File: src/rtl/erp_pkg.sv
package erp_pkg;

    // Erase units in priority order: largest first.
    localparam int NUM_UNITS = 3;
    localparam int unsigned UNIT_SHIFT [NUM_UNITS] = '{4, 3, 0};
    localparam logic [7:0]  UNIT_OPC   [NUM_UNITS] = '{8'hD8, 8'h52, 8'h20};

    // log2 of the sector size in bytes
    localparam int SECT_SHIFT = 12;

    typedef enum logic [1:0] {
        ST_IDLE  = 2'd0,
        ST_ISSUE = 2'd1,
        ST_DONE  = 2'd2
    } plan_state_e;

endpackage

File: src/rtl/erp_unit_pick.sv
module erp_unit_pick
    import erp_pkg::*;
#(
    parameter int IDX_W = 16,
    parameter int CNT_W = 16
) (
    input  logic [IDX_W-1:0] cur_idx,
    input  logic [CNT_W-1:0] cur_rem,
    output logic [7:0]       pick_opc,
    output logic [CNT_W-1:0] pick_step
);

    logic [NUM_UNITS-1:0] fits;

    for (genvar u = 0; u < NUM_UNITS; u++) begin : g_unit
        localparam int SH = UNIT_SHIFT[u];
        logic aligned;
        logic enough;
        if (SH == 0) begin : g_any
            assign aligned = 1'b1;
        end else begin : g_mask
            assign aligned = (cur_idx[SH-1:0] == '0);
        end
        assign enough = (cur_rem >= CNT_W'(32'd1 << SH));
        assign fits[u] = aligned && enough;
    end

    // Walk from the smallest unit upward so the largest fitting unit wins.
    always_comb begin
        pick_opc  = UNIT_OPC[NUM_UNITS-1];
        pick_step = CNT_W'(32'd1 << UNIT_SHIFT[NUM_UNITS-1]);
        for (int u = NUM_UNITS - 1; u >= 0; u--) begin
            if (fits[u]) begin
                pick_opc  = UNIT_OPC[u];
                pick_step = CNT_W'(32'd1 << UNIT_SHIFT[u]);
            end
        end
    end

endmodule

File: src/rtl/erp_addr_form.sv
module erp_addr_form #(
    parameter int IDX_W = 16,
    parameter int SHIFT = 12
) (
    input  logic [IDX_W-1:0]       sect_idx,
    output logic [IDX_W+SHIFT-1:0] byte_addr
);

    assign byte_addr = {sect_idx, {SHIFT{1'b0}}};

endmodule

File: src/rtl/erase_range_planner.sv
module erase_range_planner
    import erp_pkg::*;
#(
    parameter int IDX_W = 16,
    parameter int CNT_W = 16
) (
    input  logic                       clk,
    input  logic                       rst_n,
    input  logic                       req_valid,
    output logic                       req_ready,
    input  logic [IDX_W-1:0]           req_start,
    input  logic [CNT_W-1:0]           req_count,
    output logic                       cmd_valid,
    input  logic                       cmd_ready,
    output logic [7:0]                 cmd_opcode,
    output logic [IDX_W+SECT_SHIFT-1:0] cmd_addr,
    output logic                       done_valid,
    output logic [CNT_W-1:0]           done_count
);

    localparam int ADDR_W = IDX_W + SECT_SHIFT;

    typedef struct packed {
        plan_state_e      st;
        logic [IDX_W-1:0] idx;
        logic [CNT_W-1:0] rem;
        logic [CNT_W-1:0] total;
    } plan_regs_t;

    plan_regs_t r_q;
    plan_regs_t r_d;

    logic [7:0]       step_opc;
    logic [CNT_W-1:0] step_len;
    logic [ADDR_W-1:0] step_addr;

    erp_unit_pick #(
        .IDX_W (IDX_W),
        .CNT_W (CNT_W)
    ) pick_i (
        .cur_idx   (r_q.idx),
        .cur_rem   (r_q.rem),
        .pick_opc  (step_opc),
        .pick_step (step_len)
    );

    erp_addr_form #(
        .IDX_W (IDX_W),
        .SHIFT (SECT_SHIFT)
    ) addr_i (
        .sect_idx  (r_q.idx),
        .byte_addr (step_addr)
    );

    always_comb begin
        r_d = r_q;
        unique case (r_q.st)
            ST_IDLE: begin
                if (req_valid) begin
                    r_d.idx   = req_start;
                    r_d.rem   = req_count;
                    r_d.total = req_count;
                    r_d.st    = (req_count == '0) ? ST_DONE : ST_ISSUE;
                end
            end
            ST_ISSUE: begin
                if (cmd_ready) begin
                    r_d.idx = r_q.idx + IDX_W'(step_len);
                    r_d.rem = r_q.rem - step_len;
                    if (r_q.rem == step_len) begin
                        r_d.st = ST_DONE;
                    end
                end
            end
            ST_DONE: begin
                r_d.st = ST_IDLE;
            end
            default: begin
                r_d.st = ST_IDLE;
            end
        endcase
    end

    always_ff @(posedge clk or negedge rst_n) begin
        if (!rst_n) begin
            r_q.st    <= ST_IDLE;
            r_q.idx   <= '0;
            r_q.rem   <= '0;
            r_q.total <= '0;
        end else begin
            r_q <= r_d;
        end
    end

    assign req_ready  = (r_q.st == ST_IDLE);
    assign cmd_valid  = (r_q.st == ST_ISSUE);
    assign done_valid = (r_q.st == ST_DONE);
    assign done_count = r_q.total;
    assign cmd_opcode = step_opc;
    assign cmd_addr   = step_addr;

    // ---------------- assertions ----------------
    AST_ADDR_SECTOR: assert property (@(posedge clk) disable iff (!rst_n)
        cmd_valid |-> (cmd_addr[SECT_SHIFT-1:0] == '0));

    AST_BIG_ALIGNED: assert property (@(posedge clk) disable iff (!rst_n)
        (cmd_valid && cmd_opcode == 8'hD8) |-> (cmd_addr[SECT_SHIFT+3:0] == '0));

    AST_MID_ALIGNED: assert property (@(posedge clk) disable iff (!rst_n)
        (cmd_valid && cmd_opcode == 8'h52) |-> (cmd_addr[SECT_SHIFT+2:0] == '0));

    AST_OPC_LEGAL: assert property (@(posedge clk) disable iff (!rst_n)
        cmd_valid |-> (cmd_opcode == 8'hD8 || cmd_opcode == 8'h52 || cmd_opcode == 8'h20));

    AST_STEP_FITS: assert property (@(posedge clk) disable iff (!rst_n)
        cmd_valid |-> (step_len <= r_q.rem));

    AST_DONE_PULSE: assert property (@(posedge clk) disable iff (!rst_n)
        done_valid |=> !done_valid);

    AST_CMD_HOLD: assert property (@(posedge clk) disable iff (!rst_n)
        (cmd_valid && !cmd_ready) |=> (cmd_valid && $stable(cmd_opcode) && $stable(cmd_addr)));

    AST_READY_EXCL: assert property (@(posedge clk) disable iff (!rst_n)
        req_ready |-> (!cmd_valid && !done_valid));

endmodule

File: config.mk
export PLATFORM = sky130hd
export DESIGN_NAME = erase_range_planner
export DESIGN_NICKNAME = d
export VERILOG_FILES = /design/src/rtl/erp_pkg.sv /design/src/rtl/erp_unit_pick.sv /design/src/rtl/erp_addr_form.sv /design/src/rtl/erase_range_planner.sv
export SDC_FILE = /design/constraint.sdc
export NUM_CORES = 1
export LEC_CHECK = 0
export CAP_MARGIN = 10
export CORE_ASPECT_RATIO = 2
export CORE_MARGIN = 3
export CORE_UTILIZATION = 55
export CTS_CLUSTER_DIAMETER = 30
export DETAILED_ROUTE_END_ITERATION = 12
export HOLD_SLACK_MARGIN = 0.1
export PLACE_DENSITY = 0.85
export SYNTH_ARGS = -nofsm -noshare
export SYNTH_HDL_FRONTEND = slang
export SYNTH_HIERARCHICAL = 1
export SYNTH_SLANG_ARGS = --single-unit
File: constraint.sdc
create_clock -name clk -period 6.5 [get_ports clk]
set_input_delay 1.625 -clock clk [delete_from_list [all_inputs] [get_ports clk]]
set_output_delay 1.625 -clock clk [all_outputs]
set_load 0.005 [all_outputs]
; After elaboration in Yosys (flattened, before gate mapping)
; Index checks and enable logic that the tools add are counted.
[totals]
romBits = 0
regBits = 50
output_inout_bits = 55
ram_bits = 0
latchBits = 0
n_memories = 0
input_bits = 36
[op_classes]
addsub = 2
n_bitwise = 0
mux = 10
n_div = 0
n_eq_ne = 6
n_shift = 0
multipliers = 0
magnitude_cmp = 2
reduce_logical = 10
[ops]
columns = operator, count
row1 = $pmux W32 S2, 1
row2 = $mux W50, 1
row3 = $mux W34, 1
row4 = $add A16 B16 Y16, 1
row5 = $eq A16 B16 Y1, 1
row6 = $ge A16 B4 Y1 const B, 1
row7 = $ge A16 B5 Y1 const B, 1
row8 = $logic_not A16 Y1, 1
row9 = $sub A16 B16 Y16, 1
row10 = $mux W8, 1
row11 = $mux W7, 1
row12 = $reduce_and A3 Y1, 2
row13 = $mux W5, 1
row14 = $logic_not A4 Y1, 1
row15 = $mux W2, 2
row16 = $mux W4, 1
row17 = $ne A2 B1 Y1 const B, 2
row18 = $pmux W2 S2, 1
row19 = $logic_not A3 Y1, 1
row20 = $eq A2 B1 Y1 const B, 1
row21 = $eq A2 B2 Y1 const B, 1
row22 = $logic_and A1 B1 Y1, 2
row23 = $logic_not A2 Y1, 1
row24 = $ne A2 B2 Y1 const B, 1
row25 = 2 further kinds, 2

; Logic depth before layout (Yosys ltp)
; Gate-level depths: netlist of run 1.
[logic_depth]
depth_word = 8
ltp_mapped = 14

; Modules after synthesis
; The synthesis of run 1 kept the hierarchy.
[by_module_without_submodules]
columns = mod, n_inst, area_per_inst_um2, cells_each, seq_area_each_um2
row1 = erase_range_planner, 1, 3658.5, 413, 1251.2
row2 = erp_unit_pick, 1, 221.5, 32, 0.0
row3 = erp_addr_form, 1, 214.0, 29, 0.0

; Worst setup path after synthesis of run 1
; No wires, ideal clock.
[synth_timing]
path_type = register -> register
startpoint = reg r_q[33] (netlist bit)
endpoint = reg r_q[42] (netlist bit)
arrival_ps = 3004
setup_slack_ps = 3373
synth_period_minus_slack_ps = 3127
path_stages_with_launch = 14
t_required_ps = 6377
path_buffers = 1
cell_sequence = dfrtp_1 -> nor3_1 -> o21ai_0 -> buf_4 -> ha_1 -> fa_1 -> a211oi_1 -> o21bai_2 -> a21oi_2 -> nor2_1 -> a211oi_1 -> xnor2_1 -> a221oi_2 -> nor2_1
[synth_between]
elab_chain_cells = 7
elab_cells_between_ends = 9
classes_between = add/sub: 1 / mux: 4 / reduce/logical: 4
[synth_lines]
columns = element, line_no
row1 = from (decl), erase_range_planner.sv:30  ; plan_regs_t r_q;
row2 = from (signal assigned), erase_range_planner.sv:91  ; r_q <= r_d;
row3 = $logic_not A3 Y1, erp_unit_pick.sv:22  ; assign aligned = (cur_idx[SH-1:0] == '0);
row4 = $logic_and A1 B1 Y1, erp_unit_pick.sv:25  ; assign fits[u] = aligned && enough;
row5 = $mux W4, erp_unit_pick.sv:33  ; if (fits[u]) begin
row6 = $mux W5 *, erp_unit_pick.sv:33
row7 = via step_len[0], erase_range_planner.sv:34  ; logic [CNT_W-1:0] step_len;
row8 = $add A16 B16 Y16 *, erase_range_planner.sv:68  ; r_d.idx = r_q.idx + IDX_W'(step_len);
row9 = $mux W34 *, erase_range_planner.sv:67  ; if (cmd_ready) begin
row10 = $pmux W32 S2 *, erase_range_planner.sv:57  ; unique case (r_q.st)
; The timed path passes the listed nets; every way through them passes the cells marked *. The select of a mux whose other input is x is not followed.
; A chain may end at the register's enable or synchronous reset.

; Final worst setup path of run 1
[layout_timing]
startpoint = in req_valid
endpoint = reg r_q[45] (netlist bit)
[layout_between]
elab_chain_cells = 2
[layout_lines]
columns = element, line_no
row1 = from (decl), erase_range_planner.sv:9  ; input logic req_valid,
row2 = $ne A2 B2 Y1 (no line), --
row3 = $reduce_and A3 Y1 (no line), --
; Every way passes these cells.

==> results of run 1 <==
cells by family (layout without fill, tap and decap cells):
| family | Yosys count | in the layout | share of synthesized area [%] |
|---|---|---|---|
| AND/OR/NAND/NOR | 126 | 126 | 14.1 |
| adder cells (fa/ha/maj) | 32 | 32 | 10.1 |
| AO/OA/AOI/OAI | 123 | 123 | 20.0 |
| multiplexers | 18 | 18 | 4.92 |
| buffers and inverters | 99 | 110 | 14.9 |
| flip-flops | 50 | 50 | 30.6 |
| other | 2 | 27 | 0.183 |
| XOR/XNOR | 24 | 24 | 5.13 |
metal layers:
layer  up-vias  GRT usage, %  share of wire [%]
li1       1675             -                  -
met1      1739          26.4                 35
met2       162          48.7                 56
met3        46          3.51                4.2
met4         0          15.9                5.3
met5         -             0                  0
power by group through the flow:
stage	clock, mW	combinational, mW	sequential, mW
2_1_floorplan	0	1.22	0.565
3_3_place_gp	0	1.51	0.604
3_5_place_dp	0	1.56	0.616
4_1_cts	0.266	1.57	0.611
5_1_grt	0.281	1.75	0.631
6_report	0.264	1.60	0.613
cell type report:
class / instances / area [um2]
fill: 617 / 2400
multi-input combinational: 350 / 2330
timing repair buffer: 80 / 786
clock buffer: 6 / 129
sequential: 50 / 1250
inverter: 22 / 82.6
tap: 90 / 113
clock inverter: 2 / 13.8
cell usage in the layout, fill, tap and decap left out, types with 2 or more instances in the layout:
cell | Yosys | layout
o21bai_1 | 5 | 5
clkdlybuf4s50_1 | 0 | 75
nor3_1 | 6 | 6
a21o_1 | 3 | 3
ha_1 | 30 | 30
nand4_1 | 3 | 3
a221oi_2 | 2 | 2
o21ai_1 | 3 | 3
o31ai_1 | 2 | 2
a21oi_2 | 1 | 2
fa_1 | 2 | 2
nand3_1 | 14 | 14
xor2_1 | 11 | 11
a221oi_1 | 6 | 6
o21bai_2 | 2 | 2
inv_1 | 20 | 20
a31oi_1 | 11 | 11
o22ai_1 | 2 | 2
o21ai_0 | 23 | 23
and3_1 | 7 | 7
buf_4 | 64 | 4
nand2b_1 | 6 | 6
mux2_2 | 16 | 16
a22oi_1 | 5 | 5
or3_1 | 2 | 2
nor4_1 | 7 | 7
conb_1 | 2 | 27
nor2b_1 | 5 | 5
clkbuf_16 | 0 | 5
a311oi_1 | 3 | 3
dfrtp_1 | 50 | 50
xnor2_1 | 13 | 13
o21a_1 | 5 | 5
inv_2 | 2 | 2
a21oi_1 | 32 | 31
a211oi_1 | 8 | 8
nand2_1 | 31 | 31
nor2_1 | 44 | 44
metrics by stage:
stage / utilization, % / setup slack [ns]
final: 66.2 / 2.35
after global routing: 66.2 / 2.21
after CTS: 66.2 / 2.44
after detailed placement: 64.2 / 2.17
after global placement: 64.2 / 2.28
after floorplan: - / 3.37
Yosys cell counts (all sizes together) (2+ instances only):
master,number
xnor2,13
conb,2
nand2b,6
nand3,14
fa,2
nor3,6
a31oi,11
nand2,31
nor2,44
ha,30
nand4,3
o21ai,26
o21a,5
o31ai,2
clkbuf,11
or3,2
nor2b,5
o22ai,2
dfrtp,50
a221oi,8
nor4,7
a21o,3
xor2,11
o21bai,7
o41ai,2
mux2,17
and3,7
a211oi,8
inv,22
a311oi,3
a22oi,5
a21oi,33
buf,66
worst max-delay path, cell delays in order:
cell,delay (ns)
clkdlybuf4s50_1,0.90
nand2b_1,0.26
nand2_1,0.11
nand2_1,0.44
buf_4,0.40
a211oi_1,0.26
o31ai_1,0.12
a41o_1,0.21
path summary, 6_finish.rpt:
kind / startpoint / endpoint / slack, ns / cells past startpoint
setup reg to reg: r_q[31] / r_q[31] / 2.87 / 13
hold / removal: done_count[14] / done_count[14] / 0.51 / 1
setup / recovery: req_valid / r_q[45] / 2.35 / 8
min in group asynchronous: rst_n / r_q[40] / 1.44 / 2
max in group asynchronous: rst_n / done_count[8] / 4.62 / 2
hold reg to reg: done_count[14] / done_count[14] / 0.51 / 1
flip-flops by register name, indices dropped and copies added (netlist names):
register,cells
r_q,34
done_count,16
==> qor.yml, run 1 <==
antenna_found_initial: 0
htreeDepth: 2
dr.pass1.iters: 5
outcome: "finished, final reports clean"
diodes: 0
cp_max_fo: 22
p_comb_share_pct: 64.6
final_cells: 600
start_util_pct: 57.6
worstSetupPathType: "in2reg"
dp_hpwl_um: 8330
grt_pass1_vias: 3685
cp-end-kind: "flip-flop"
setup_viol: 0
min_period_ns: 4.15
worst_pin_slew_ns: 1.06
overflow: 0
synth_flop_cell: "dfrtp_1"
finClkSkew_ns: 0.00614
hp-class: "reg2reg"
p_leak_nw: 2.00
wl_per_cell_um: 18.2
place_area_um2: 4560
synth_area_per_cell_um2: 8.64
cts_resized: 0
swShare_pct: 44.5
io_buffers: 76
ios: 91
drv_cap: 0
yosys.area.top_type: "dfrtp_1"
vias: 3622
synthesis.instances: 474
drive_gt1_share_pct: 7.25
worstSetupStartpointType: "primary input"
cts_buffers: 5
fin_crit_sh_pct: 63.9
hold_violations: 0
slew_violations: 0
synth_area_leaders: "dfrtp_1, buf_4, ha_1, mux2_2, nor2_1"
vias_per_cell: 6.04
ys_ff_latch: 50
clk_path_buf_depth: 2
total_power_mw: 2.48
max_freq_mhz: 241
clkPwrFrac_pct: 10.7
drc: 0
die_h_um: 128
grt_max_degree: 51
dp_cells: 592
cts.sinks: 50
ir_drop_mv: 0.221
netlist.area_leader.share_pct: 30.6
synthArstFlopShare_pct: 100
p_sw_mw: 1.10
pwr_density_cell_nw_per_um2: 527
ant_nets: 0
path_clk_slew_ns: 0.07
slew_headroom_pct: 29.3
root_buffer: "clkbuf_16"
clkLatencyLatePin_ns: 0.30
grt_pass1_wl_um: 17300
power_frac_seq_pct: 24.7
rsz0062_at_grt: "false"
num-nets-final: 577
crit_required_ns: 6.69
internal_power_mw: 1.38
ys_seq_area_share_pct: 30.6
die_x_um: 67.0
synth.distinct_cells: 51
gp_congestion: 0.946
synth_edf_count: 0
syn_area_um2: 4090
ys_warn_count: 6
crit_arrival_ns: 4.34
rows: 43
wirelength_um: 10900
drtIter0Drc: 262
cts_setup_buffers: 0
holdWs_ns: 0.506
die_area_um2: 8580
grtUsageTotal_pct: 26.3
fin_tns_setup_ns: 0
final_area_um2: 4700
cts_tree: "yes"
hold_buffers: 0
core_region_area_um2: 7100
area_growth_pct: 14.9
Note: power is estimated with default switching activity, not from simulation.
==> run 2, diff against run 1 <==
--- a/config.mk
+++ b/config.mk
@@ -8,11 +8,11 @@
 export CAP_MARGIN = 10
 export CORE_ASPECT_RATIO = 2
 export CORE_MARGIN = 3
-export CORE_UTILIZATION = 55
+export CORE_UTILIZATION = 52
 export CTS_CLUSTER_DIAMETER = 30
 export DETAILED_ROUTE_END_ITERATION = 12
 export HOLD_SLACK_MARGIN = 0.1
-export PLACE_DENSITY = 0.85
+export PLACE_DENSITY = 0.81
 export SYNTH_ARGS = -nofsm -noshare
 export SYNTH_HDL_FRONTEND = slang
 export SYNTH_HIERARCHICAL = 1
==> constraint.sdc (replaced) <==
create_clock -name clk -period 4.2 [get_ports clk]
set_input_delay 1.05 -clock clk [delete_from_list [all_inputs] [get_ports clk]]
set_output_delay 1.05 -clock clk [all_outputs]
set_load 0.005 [all_outputs]
==> run 2 against run 1 <==
Sequential share of layout area fell by 0.28 points. Routed wire length rose by 1.3%. Cell area is 1.1% higher. Sequential power grew 54%. Via count decreased by 3.1%. Clock skew down 0.0018 ns. Final cell count rose by 1.7%. Critical path type is now reg2reg. Largest power group unchanged.
==> qor.yml, run 2 (synthesis gave the netlist of run 1 again) <==
outcome: "finished, final reports clean"
cp-end-kind: "flip-flop"
pre_cts_slack_ns: 0.757  # -1.41 ns
worstSetupStartpointType: "flip-flop"
overflow: 0  # unchanged
gp_congestion: 0.959  # +1.3%
grtUsageTotal_pct: 25.7  # -0.61 points
cp-endpoint: "r_q[30]"
cts_setup_buffers: 0  # unchanged
fill_cells: 687  # +11%
diodes: 0  # unchanged
layout_commonest_cell: "clkdlybuf4s50_1"
seqCellArea_um2: 1250  # unchanged
worstSetupPathType: "reg2reg"
dp_hpwl_um: 8590  # +3.1%
largest_register: "r_q"
worst_pin_slew_ns: 0.695  # -0.364 ns
ir_drop_mv: 0.408  # +85%
p_leak_nw: 2.03  # +1.5%
slew_violations: 0  # unchanged
hold_buffers: 0  # unchanged
min_period_ns: 3.53
utilization_pct: 62.5  # -3.7 points
drt-met1-wl_um: 3960  # +4.1%
drc: 0  # unchanged
crit_required_ns: 4.38  # -2.31 ns
grt_pass1_vias: 3622  # -1.7%
max_freq_mhz: 284
worstReg2RegStart: "r_q[30]"
core_region_area_um2: 7600  # +7.0%
holdWs_ns: 0.507  # +0.00159 ns
fin_crit_sh_pct: 84.0
hp-class: "reg2reg"
final.setup.worst_slack_ns: 0.674  # -1.67 ns
cts_tree: "yes"
vias: 3510  # -3.1%
ant_nets: 0  # unchanged
crit_arrival_ns: 3.71  # -0.63 ns
fin_tns_setup_ns: 0  # unchanged
io_buffers: 76  # unchanged
slew_headroom_pct: 53.7  # +24 points
htreeDepth: 2  # unchanged
die_x_um: 68.7  # +2.6%
rows: 45  # +4.7%
cts.sinks: 50  # unchanged
vias_per_cell: 5.75  # -4.7%
grt_pass1_wl_um: 17600  # +2.1%
drtIter0Drc: 184  # -30%
hold_violations: 0  # unchanged
area_growth_pct: 16.1
routed-wl-met3_um: 318  # -31%
drv_cap: 0  # unchanged
root_buffer: "clkbuf_16"
finClkSkew_ns: 0.00439  # -0.00175 ns
wirelength_um: 11100  # +1.3%
drive_gt1_share_pct: 8.33  # +1.1 points
route.met2.wl_um: 6420  # +5.1%
setup_viol: 0  # unchanged
reg2reg_to: "r_q[30]"
grt_max_degree: 31  # -39%
clkLatencyLatePin_ns: 0.29  # about the same
rsz0062_at_grt: "false"
reg2regPathDepth: 12  # -1
cts_resized: 0  # unchanged
path_clk_slew_ns: 0.07  # about the same
wl_per_cell_um: 18.2  # -0.40%
antenna_found_initial: 0  # unchanged
die_h_um: 131  # +2.7%
largest_register_ffs: 34  # unchanged
clk_path_buf_depth: 2  # unchanged
reg2reg_slack_ns: 0.67  # -2.20 ns
multi_input_area_um2: 2330  # unchanged
dr.pass1.iters: 5  # unchanged
num-nets-final: 583  # +1.0%
ios: 91  # unchanged
cts_buffers: 5  # unchanged
start_util_pct: 53.9  # -3.8 points
layout_common_cells: "clkdlybuf4s50_1, dfrtp_1, nor2_1"
die_area_um2: 9040  # +5.4%
pwr_density_cell_nw_per_um2: 814  # +55%
top_layer_used: "met4"
crit_start: "r_q[30]"
cp_max_fo: 4  # -82%
==> run 2: cell types whose count changed in the layout (fill, tap and decap cells not counted), sizes merged <==
cell  change
buf       +6
==> run 2: area by class of cell <==
cell class	instances	area share, %
Multi-Input combinational cell	350	49.0
Sequential cell	50	26.3
Timing Repair Buffer	86	17.5
Clock buffer	6	2.71
Tap cell	94	2.47
Inverter	22	1.74
Clock inverter	2	0.290
==> run 2: worst max-delay path, stage by stage, from the launching register on <==
cell      delay (ns)
dfrtp_1         0.41
nor4_1          0.36
nand3_1         0.21
o21ai_0         0.37
ha_1            0.26
fa_1            0.19
nor2b_1         0.07
o31a_1          0.28
o31ai_1         0.49
o221ai_1        0.20
a21oi_1         0.20
xor2_1          0.08
a221oi_1        0.28
==> run 2: stage by stage <==
| step | power [mW] | instances | instance area (um2) |
|---|---|---|---|
| 2_1_floorplan | 2.76 | 499 | 4190 |
| 3_3_place_gp | 3.37 | 602 | 4610 |
| 3_5_place_dp | 3.43 | 602 | 4610 |
| 4_1_cts | 3.86 | 610 | 4750 |
| 5_1_grt | 4.19 | 610 | 4750 |
| 6_report | 3.87 | 610 | 4750 |
==> run 2: report_power, final <==
| part | switching [mW] | internal, mW |
|---|---|---|
| combinational | 1.31 | 1.21 |
| clock | 0.185 | 0.222 |
| sequential | 0.211 | 0.730 |
==> run 2: worst min-delay path by stage <==
stage	start	to	slack (ns)	cells after the start
6_report	done_count[1]	done_count[1]	0.51	1
5_1_grt	done_count[1]	done_count[1]	0.52	1
4_1_cts	done_count[1]	done_count[1]	0.51	1
3_5_place_dp	done_count[1]	done_count[1]	0.49	1
3_3_place_gp	done_count[4]	done_count[4]	0.49	1
2_1_floorplan	r_q[18]	r_q[18]	0.46	2
==> run 2: layer usage <==
layer,vias up,global-route usage (%)
met1,1707,27.0
met5,-,0
met4,0,11.3
met2,84,47.5
met3,28,3.25
li1,1691,-
==> run 3, diff against run 2 <==
==> constraint.sdc (replaced) <==
create_clock -name clk -period 3.7 [get_ports clk]
set_input_delay 0.925 -clock clk [delete_from_list [all_inputs] [get_ports clk]]
set_output_delay 0.925 -clock clk [all_outputs]
set_load 0.005 [all_outputs]
==> run 3 against run 2 <==
Hold slack gained 0.0053 ns. Sequential cell count unchanged. Utilization is 0.81 points higher. Fmax up 2.7%. Clock power up 37%. Sequential share of layout area decreased by 0.34 points.
==> qor.yml, run 3 (synthesis gave the netlist of run 1 again) <==
outcome: "finished, final reports clean"
die_h_um: 131  # unchanged
worstReg2RegStart: "r_q[26]"
place_area_um2: 4640  # +0.65%
min_period_ns: 3.43  # -0.0913 ns
io_buffers: 76  # unchanged
largest_register: "r_q"
hp-class: "reg2reg"
final.setup.worst_slack_ns: 0.265  # -0.409 ns
path_clk_slew_ns: 0.08  # about the same
drv_cap: 0  # unchanged
grt_pass1_vias: 3680  # +1.6%
cp_max_fo: 4  # unchanged
hold_violations: 0  # unchanged
drt-met1-wl_um: 3980  # +0.43%
cts_setup_buffers: 0  # unchanged
wirelength_um: 11400  # +3.1%
grtUsageTotal_pct: 26.5  # +0.80 points
cp-end-kind: "flip-flop"
path_cells: "nor4_1 > nand3_1 > o21ai_1 > ha_1 > fa_1 > nor2b_1 > o31a_1 > o31ai_1 > o221ai_1 > a21oi_1 > xor2_1 > a221oi_1"
path_buf_inv: 0  # unchanged
clkLatencyLatePin_ns: 0.30  # about the same
fin_crit_sh_pct: 92.8  # +8.9 points
core_region_area_um2: 7600  # unchanged
die_area_um2: 9040  # unchanged
hold_depth: 1  # unchanged
crit_slowest_cell: "o31ai_1"
grt_max_degree: 35  # +13%
fill_cells: 673  # -2.0%
vias_per_cell: 5.80  # +0.74%
ant_nets: 0  # unchanged
p_leak_nw: 2.06  # +1.5%
antenna_found_initial: 0  # unchanged
utilization_pct: 63.3  # +0.81 points
reg2reg_slack_ns: 0.27  # -0.41 ns
layout_commonest_cell: "clkdlybuf4s50_1"
reg2reg_to: "r_q[30]"
pwr_density_cell_nw_per_um2: 940  # +15%
pre_cts_slack_ns: 0.215  # -0.542 ns
crit_required_ns: 3.90  # -0.48 ns
slew_headroom_pct: 43.1  # -11 points
setup_viol: 0  # unchanged
drc: 0  # unchanged
ios: 91  # unchanged
num-nets-final: 587  # +0.69%
layout_common_cells: "clkdlybuf4s50_1, dfrtp_1, nor2_1"
gp_congestion: 0.985  # +2.7%
slew_violations: 0  # unchanged
drtIter0Drc: 139  # -24%
route.met2.wl_um: 6300  # -1.8%
cts_resized: 0  # unchanged
dp_hpwl_um: 8950  # +4.2%
hp-start: "done_count[9]"
clk_path_buf_depth: 2  # unchanged
vias: 3559  # +1.4%
final_area_um2: 4810  # +1.3%
routed-wl-met3_um: 420  # +32%
fin_tns_setup_ns: 0  # unchanged
htreeDepth: 2  # unchanged
ir_drop_mv: 0.421  # +3.2%
rsz0062_at_grt: "false"
top_layer_used: "met4"
hold_buffers: 0  # unchanged
rows: 45  # unchanged
wl_per_cell_um: 18.6  # +2.5%
max_freq_mhz: 291  # +2.7%
drive_gt1_share_pct: 9.23  # +0.90 points
min_to: "done_count[9]"
largest_register_ffs: 34  # unchanged
critPathTopFamily: "compound AO/OA/AOI/OAI gates"
grt_pass1_wl_um: 17900  # +1.8%
finClkSkew_ns: 0.00547  # +0.00109 ns
cts_tree: "yes"
root_buffer: "clkbuf_16"
worst_pin_slew_ns: 0.854  # +0.159 ns
worstSetupPathType: "reg2reg"
multi_input_area_um2: 2330  # unchanged
overflow: 0  # unchanged
worstSetupStartpointType: "flip-flop"
area_growth_pct: 17.6
cts.sinks: 50  # unchanged
cts_buffers: 5  # unchanged
die_x_um: 68.7  # unchanged
reg2regPathDepth: 12  # unchanged
crit_arrival_ns: 3.64  # -0.07 ns
start_util_pct: 53.9  # unchanged
cpPeakStageDelay_ns: 0.47  # -0.02 ns
diodes: 0  # unchanged
dr.pass1.iters: 4  # -1
seqCellArea_um2: 1250  # unchanged
run 3: cell types whose count changed in the layout (fill, tap and decap cells not counted), sizes merged:
cell,before,now
bufinv,0,1
clkinvlp,0,1
clkinv,2,0
buf,11,15
inv,22,23
clkbuf,6,5
run 3: report_power, final:
group | switching (mW) | internal [mW] | total, mW | leakage [nW]
Sequential | 0.245 | 0.828 | 1.07 | 0.599
Clock | 0.230 | 0.324 | 0.555 | 0.0819
Combinational | 1.50 | 1.39 | 2.90 | 1.38
Total | 1.98 | 2.55 | 4.53 | 2.06
run 3: how the worst max path moves through the flow:
| stage | from | end | depth (start not counted) |
|---|---|---|---|
| global route | r_q[33] | r_q[42] | 12 |
| floorplan | r_q[33] | r_q[42] | 13 |
| global placement | r_q[26] | r_q[46] | 13 |
| finish | r_q[26] | r_q[30] | 12 |
| CTS | r_q[26] | r_q[30] | 12 |
| detailed placement | r_q[33] | r_q[42] | 12 |
run 3: per-layer routing:
layer  vias up  global-route usage, %
met5         -                      0
met4         0                   17.0
met3        43                   2.91
met2       113                   47.4
met1      1713                   27.1
li1       1690                      -
run 3: stage by stage:
stage | hold slack [ns] | total power, mW | cells
finish | 0.512 | 4.53 | 614
global route | 0.527 | 4.88 | 614
CTS | 0.513 | 4.51 | 614
detailed placement | 0.496 | 3.94 | 606
global placement | 0.490 | 3.86 | 606
floorplan | 0.456 | 3.13 | 499
run 3: final cells by class:
class / instances / area share [%]
multi-input combinational: 350 / 48.4
sequential: 50 / 26.0
timing repair buffer: 90 / 17.9
clock buffer: 5 / 2.60
tap: 94 / 2.44
inverter: 22 / 1.72
clock inverter: 3 / 1.01
